===== config.mk =====
export PLATFORM = sky130hd
export DESIGN_NAME = aud_irq_bank
export DESIGN_NICKNAME = d
export VERILOG_FILES = /design/src/rtl/aud_irq_pkg.sv /design/src/rtl/irq_mask_word.sv /design/src/rtl/irq_flag_word.sv /design/src/rtl/aud_irq_bank.sv
export SDC_FILE = /design/constraint.sdc
export NUM_CORES = 1
export LEC_CHECK = 0
export BUFFER_PORTS_ARGS = -buffer_cell sky130_fd_sc_hd__buf_4
export CAP_MARGIN = 15
export CORE_MARGIN = 4
export CORE_UTILIZATION = 50
export DETAILED_ROUTE_END_ITERATION = 16
export GPL_TIMING_DRIVEN = 0
export PLACE_DENSITY = 0.84
export SYNTH_ARGS = -nofsm -noshare
export SYNTH_HDL_FRONTEND = slang
export SYNTH_SLANG_ARGS = --single-unit

===== constraint.sdc =====
create_clock -name clk -period 3.6 [get_ports clk]
set_clock_uncertainty 0.2 [all_clocks]
set_input_delay 0.9 -clock clk [delete_from_list [all_inputs] [get_ports clk]]
set_output_delay 0.9 -clock clk [all_outputs]
set_load 0.005 [all_outputs]

===== src/rtl/aud_irq_pkg.sv =====
package aud_irq_pkg;
  localparam int WORD_W       = 32;
  localparam int FIELD_STRIDE = 8;
  localparam int NUM_FIELDS   = 4;
  localparam int NUM_WORDS    = 2;

  // word address map, per word: set, clear, mask, status
  localparam logic [1:0] OFS_SET  = 2'd0;
  localparam logic [1:0] OFS_CLR  = 2'd1;
  localparam logic [1:0] OFS_MASK = 2'd2;
  localparam logic [1:0] OFS_STAT = 2'd3;

  // word A: odd fields (underrun, overflow) are sticky
  localparam logic [WORD_W-1:0] STICKY_A = 32'hFF00_FF00;
  localparam logic [WORD_W-1:0] IMPL_A   = 32'hFFFF_FFFF;
  // word B: bit0 write error (sticky), 8/9 tx fifo, 12/13 rx fifo
  localparam int B_WERR  = 0;
  localparam int B_TXRDY = 8;
  localparam int B_TXEMP = 9;
  localparam int B_RXRDY = 12;
  localparam int B_RXFUL = 13;
  localparam logic [WORD_W-1:0] STICKY_B = 32'h0000_0001;
  localparam logic [WORD_W-1:0] IMPL_B   = 32'h0000_3301;

  // valid bits of word A for a given channel count
  function automatic logic [WORD_W-1:0] chan_word_valid(int nch, int cnt);
    logic [WORD_W-1:0] v;
    v = '0;
    for (int f = 0; f < NUM_FIELDS; f++)
      for (int c = 0; c < nch; c++)
        v[f*FIELD_STRIDE+c] = (c < cnt);
    return v;
  endfunction
endpackage


===== src/rtl/irq_mask_word.sv =====
module irq_mask_word #(
  parameter int W = 32,
  parameter logic [W-1:0] IMPL = '1
) (
  input  logic         clk,
  input  logic         rst_n,
  input  logic [W-1:0] set_i,
  input  logic [W-1:0] clr_i,
  output logic [W-1:0] mask_o
);
  logic [W-1:0] mask_q;

  always_ff @(posedge clk) begin
    if (!rst_n) mask_q <= '0;
    else        mask_q <= (mask_q | (set_i & IMPL)) & ~clr_i;
  end

  assign mask_o = mask_q;

  assert_mask_set_R2: assert property (@(posedge clk) disable iff (!rst_n)
    ((set_i != '0) && (clr_i == '0)) |=>
      ((mask_q & $past(set_i & IMPL)) == $past(set_i & IMPL)));

  assert_mask_clr_R3: assert property (@(posedge clk) disable iff (!rst_n)
    (clr_i != '0) |=> ((mask_q & $past(clr_i)) == '0));

  assert_mask_idle_R4: assert property (@(posedge clk) disable iff (!rst_n)
    ((set_i == '0) && (clr_i == '0)) |=> $stable(mask_q));
endmodule


===== src/rtl/irq_flag_word.sv =====
module irq_flag_word #(
  parameter int W = 32,
  parameter logic [W-1:0] STICKY = '0
) (
  input  logic         clk,
  input  logic         rst_n,
  input  logic [W-1:0] src_i,
  input  logic         clr_i,
  output logic [W-1:0] stat_o
);
  logic [W-1:0] stat_q;
  logic [W-1:0] kept_w;

  assign kept_w = clr_i ? '0 : stat_q;

  always_ff @(posedge clk) begin
    if (!rst_n) stat_q <= '0;
    else        stat_q <= (src_i & ~STICKY) | (STICKY & (kept_w | src_i));
  end

  assign stat_o = stat_q;

  assert_sticky_hold_R6: assert property (@(posedge clk) disable iff (!rst_n)
    !clr_i |=> ((stat_q & $past(stat_q & STICKY)) == $past(stat_q & STICKY)));

  assert_level_follow_R5: assert property (@(posedge clk) disable iff (!rst_n)
    1'b1 |=> ((stat_q & ~STICKY) == $past(src_i & ~STICKY)));
endmodule


===== src/rtl/aud_irq_bank.sv =====
module aud_irq_bank
  import aud_irq_pkg::*;
#(
  parameter int NUM_CH = 8,
  localparam int CNT_W = $clog2(NUM_CH + 1)
) (
  input  logic              clk,
  input  logic              rst_n,
  input  logic [CNT_W-1:0]  ch_count,
  input  logic [NUM_CH-1:0] tx_ready,
  input  logic [NUM_CH-1:0] tx_underrun,
  input  logic [NUM_CH-1:0] rx_ready,
  input  logic [NUM_CH-1:0] rx_overflow,
  input  logic              write_err,
  input  logic              txf_ready,
  input  logic              txf_empty,
  input  logic              rxf_ready,
  input  logic              rxf_full,
  input  logic              reg_wr,
  input  logic              reg_rd,
  input  logic [2:0]        reg_addr,
  input  logic [WORD_W-1:0] reg_wdata,
  output logic [WORD_W-1:0] reg_rdata,
  output logic              irq
);
  logic [NUM_WORDS-1:0][WORD_W-1:0] src_w, set_w, clr_w, mask_w, stat_w, valid_w, pend_w;
  logic [NUM_WORDS-1:0]             rdclr_w;
  logic [NUM_CH-1:0][NUM_FIELDS-1:0] unused_chk;
  logic [NUM_FIELDS-1:0][NUM_CH-1:0] field_in;
  logic [WORD_W-1:0]                 chan_valid;

  assign unused_chk = '0;
  assign chan_valid = chan_word_valid(NUM_CH, int'(ch_count));
  assign field_in   = {rx_overflow, rx_ready, tx_underrun, tx_ready};

  // word A source: per-channel fields at a fixed stride
  always_comb begin
    src_w[0] = '0;
    for (int f = 0; f < NUM_FIELDS; f++)
      src_w[0][f*FIELD_STRIDE +: NUM_CH] = field_in[f];
    src_w[0] = src_w[0] & chan_valid;
    src_w[1] = '0;
    src_w[1][B_WERR]  = write_err;
    src_w[1][B_TXRDY] = txf_ready;
    src_w[1][B_TXEMP] = txf_empty;
    src_w[1][B_RXRDY] = rxf_ready;
    src_w[1][B_RXFUL] = rxf_full;
  end

  assign valid_w[0] = chan_valid;
  assign valid_w[1] = IMPL_B;

  for (genvar w = 0; w < NUM_WORDS; w++) begin : g_word
    logic sel_w;
    assign sel_w      = (reg_addr[2] == 1'(w));
    assign set_w[w]   = (reg_wr && sel_w && reg_addr[1:0] == OFS_SET) ? reg_wdata : '0;
    assign clr_w[w]   = (reg_wr && sel_w && reg_addr[1:0] == OFS_CLR) ? reg_wdata : '0;
    assign rdclr_w[w] = reg_rd && sel_w && (reg_addr[1:0] == OFS_STAT);
    assign pend_w[w]  = mask_w[w] & stat_w[w] & valid_w[w];

    irq_mask_word #(.W(WORD_W), .IMPL(w == 0 ? IMPL_A : IMPL_B)) u_mask (
      .clk(clk), .rst_n(rst_n), .set_i(set_w[w]), .clr_i(clr_w[w]), .mask_o(mask_w[w]));

    irq_flag_word #(.W(WORD_W), .STICKY(w == 0 ? STICKY_A : STICKY_B)) u_flag (
      .clk(clk), .rst_n(rst_n), .src_i(src_w[w]), .clr_i(rdclr_w[w]), .stat_o(stat_w[w]));
  end

  always_comb begin
    unique case (reg_addr[1:0])
      OFS_MASK: reg_rdata = mask_w[reg_addr[2]] & valid_w[reg_addr[2]];
      OFS_STAT: reg_rdata = stat_w[reg_addr[2]] & valid_w[reg_addr[2]];
      default:  reg_rdata = '0;
    endcase
  end

  assign irq = |pend_w;

  assert_b_unimpl_R10: assert property (@(posedge clk) disable iff (!rst_n)
    ((mask_w[1] | stat_w[1]) & ~IMPL_B) == '0);

  assert_irq_source_R9: assert property (@(posedge clk) disable iff (!rst_n)
    irq |-> ((mask_w[0] & stat_w[0]) != '0 || (mask_w[1] & stat_w[1]) != '0));
endmodule


==> results by group <==
CTS
  • Clock Pin Slew Worst Setup and Hold Paths: approximately 80 ps
  • Worst-Skew Late Latency: roughly 350 ps
  • Htree depth: 3
  • Root Driver: clkbuf_8
  • CTS tree: built
  • Total clock sinks: 74
  • Post-CTS Hold Buffers: 0
  • Inserted Clock Buffers: 9
  • Clk buf depth: 2

Route
  • Avg WL per Cell: 17.7 um
  • Final ANT Viol Nets: 0
  • Vias per inst: 5.82
  • DR pass1 iterations: 5
  • Total number of vias: just under 4000
  • Detailed router's first-iteration violation count: between 300 and 400
  • Final wirelength: around 12000 um
  • Residual DRC: 0

Place
  • Placed cell areas: 4380 sq um
  • Port bufs: 110
  • Gpl congestion: 0.900
  • DP Wirelength: just under 9000 um

Global routing
  • Vias in the first global route: 3794
  • Gr usage total: 28.3%
  • First-pass GRT wire length: 18400 um
  • GRT overflow: 0
  • Pin count of the biggest net entering global routing: 13
  • Antenna violations before repair: 0

Worst setup path
  • Crit path depth: 8
  • Critical Path Sink Type: output pin
  • Setup CP Type: in -> out
  • Slowest stage delay, CP: 330 ps
  • Reg-to-reg critical path startpoint: g_word[0].u_flag.stat_o[12]
  • CP bufs+invs: 4
  • CP Data Arrival Time: 2450 ps
  • R2R cell count: 2
  • Reg2reg end: g_word[0].u_flag.stat_o[12]
  • Required @ worst endpoint: between 2000 and 3000 ps
  • Crit path max-delay cell type: or3_4
  • CP Cell Sequence: buf_4 > or2_1 > buf_6 > or3_4 > buf_6 > a222oi_1 > nand3_1 > buf_4
  • R2R setup slack: 2690 ps
  • CP startpoint: ch_count[3]
  • Crit Path Max Fanout: 7
  • CP top delay family: simple AND/OR/NAND/NOR gates
  • Startpoint types: input pin

Floorplanning
  • IO Count: roughly 110
  • Die Area: 8310 sq um
  • Rows: 30
  • Core Area: 6760 sq um
  • Die Ht: 91.2 um
  • Die width: 91.2 um
  • Initial Util: 51.2%

Hold path
  • Worst hold start: g_word[0].u_mask.mask_o[10]
  • Min-delay worst type: reg -> reg
  • Hold Crit Depth: 2
  • Hold Crit Endpoint: g_word[0].u_mask.mask_o[10]

Run status
  • Status: finished clean

Pwr
  • Pwr dens: 412 nW/um^2
  • P_leak: 2.08 nW
  • VDD IR max: roughly 0.00025 V

Synth
  • Count leader, synth: nand2_1
  • Netlist cell types: 34
  • Async SR Flop Fraction: 0%
  • Synth top area share: 42.8%
  • Main synth FF type: dfxtp_1
  • Mapped cell area: 3460 sq um
  • Largest area contributor in the synthesized netlist: dfxtp_1
  • Synth warn: 0
  • Ranking of synthesized cells by area: dfxtp_1 (43%), nand2_1 (15%), a21oi_1 (8.8%)
  • EDFF count, synth: 0
  • Synth cell count leaders: nand2_1 (134), dfxtp_1 (74), a21oi_1 (61), nor2_1 (42), a22oi_1 (29)
  • Sequential element share of the synthesized area: 42.8%
  • Mean Syn Cell Area: 7.57 sq um
  • Seq cells post-synth: 74
  • Net Count, Synth: 537
  • Syn Inst Count: 457

Final layout
  • Share of cells above drive strength 1: between 20% and 30%
  • Antenna cells: 0
  • Nets: 660
  • Synth-to-Final Area Change: 34.8%
  • Final Util: 69.0%
  • Design area: 4660 sq um

STA
  • RSZ-0062 raised after global routing: false
  • Setup total negative slack: 0 ps
  • Fmax: 0.282 GHz
  • Slew @ Worst Pin: 609 ps
  • Final setup viols: 0
  • Max Slew Vio Count: 0
  • Final hold violations: 0
  • Relative slew margins: 59.4%
  • Final cycle utilization of the critical path: 98.6%
  • Final min period: 3550 ps
  • Hold_ws: 305 ps

Job
  • Max-cap violations: 0
layout by cell type, fill, tap and decap left out, drive strengths merged, types with 2 or more instances in the layout:
cell / count
a21boi: 2
a21o: 2
a21oi: 61
a222oi: 3
a22o: 3
a22oi: 29
and2: 5
and3: 17
buf: 128
bufinv: 3
clkbuf: 26
dfxtp: 74
mux2i: 10
mux4: 2
nand2: 134
nand3: 2
nor2: 42
nor2b: 20
o21ai: 3
o22ai: 3
or3: 2
worst max path at each step:
stage / to / slack [ps]
after floorplan: irq / 410
after global placement: irq / -110
after detailed placement: irq / -90
after CTS: irq / 6
after global routing: irq / 5
final: irq / 50
layout make-up:
type	count	area (sq um)
Clock inverter	5	103
Multi-Input combinational cell	350	1850
Tap cell	80	100
Timing Repair Buffer	112	841
Clock buffer	10	138
Sequential cell	74	1480
Inverter	1	3.75
Buffer	32	149
Fill cell	571	2100
per-stage QoR:
step	cells	worst slack (ps)	total power, mW
global route	664	4.57	1.98
finish	664	49.7	1.92
detailed placement	647	-93.0	1.14
global placement	647	-113	1.13
CTS	662	5.82	1.91
floorplan	457	407	1.01
where the power goes:
group | internal [mW] | switching (mW) | total, mW
registers | 0.853 | 0.0260 | 0.879
clock network | 0.474 | 0.316 | 0.790
logic | 0.124 | 0.126 | 0.250
state kept, by name, summed over array words and instances (netlist names):
| register | flops |
|---|---|
| g_word.u_flag.stat_o | 37 |
| g_word.u_mask.mask_o | 37 |
kinds of logic after synthesis:
kind of cell / synth area share, %
multiplexers: 4.20
buffers and inverters: 4.12
AO/OA/AOI/OAI: 19.4
AND/OR/NAND/NOR: 29.5
flip-flops: 42.8
worst reg2reg max path: stages, from the launching register on:
cell	delay, ps
dfxtp_1	330
a22oi_1	190
nor2b_1	70
metal layers:
metal | wire, um | global-route usage (%) | vias to the layer above
li1 | - | - | 1803
met1 | 4740 | 35.7 | 1814
met2 | 5480 | 44.9 | 204
met3 | 1050 | 7.37 | 42
met4 | 447 | 13.7 | 0
met5 | 0 | 0 | -
what timing repair did:
item / in CTS / in global routing
setup buffers: 0 / 2
cloned: 0 / 0
resized for setup: 2 / 11
setup endpoints to repair: 1 / 16
pin swaps: 0 / 2
(Power assumes the default switching activity.)
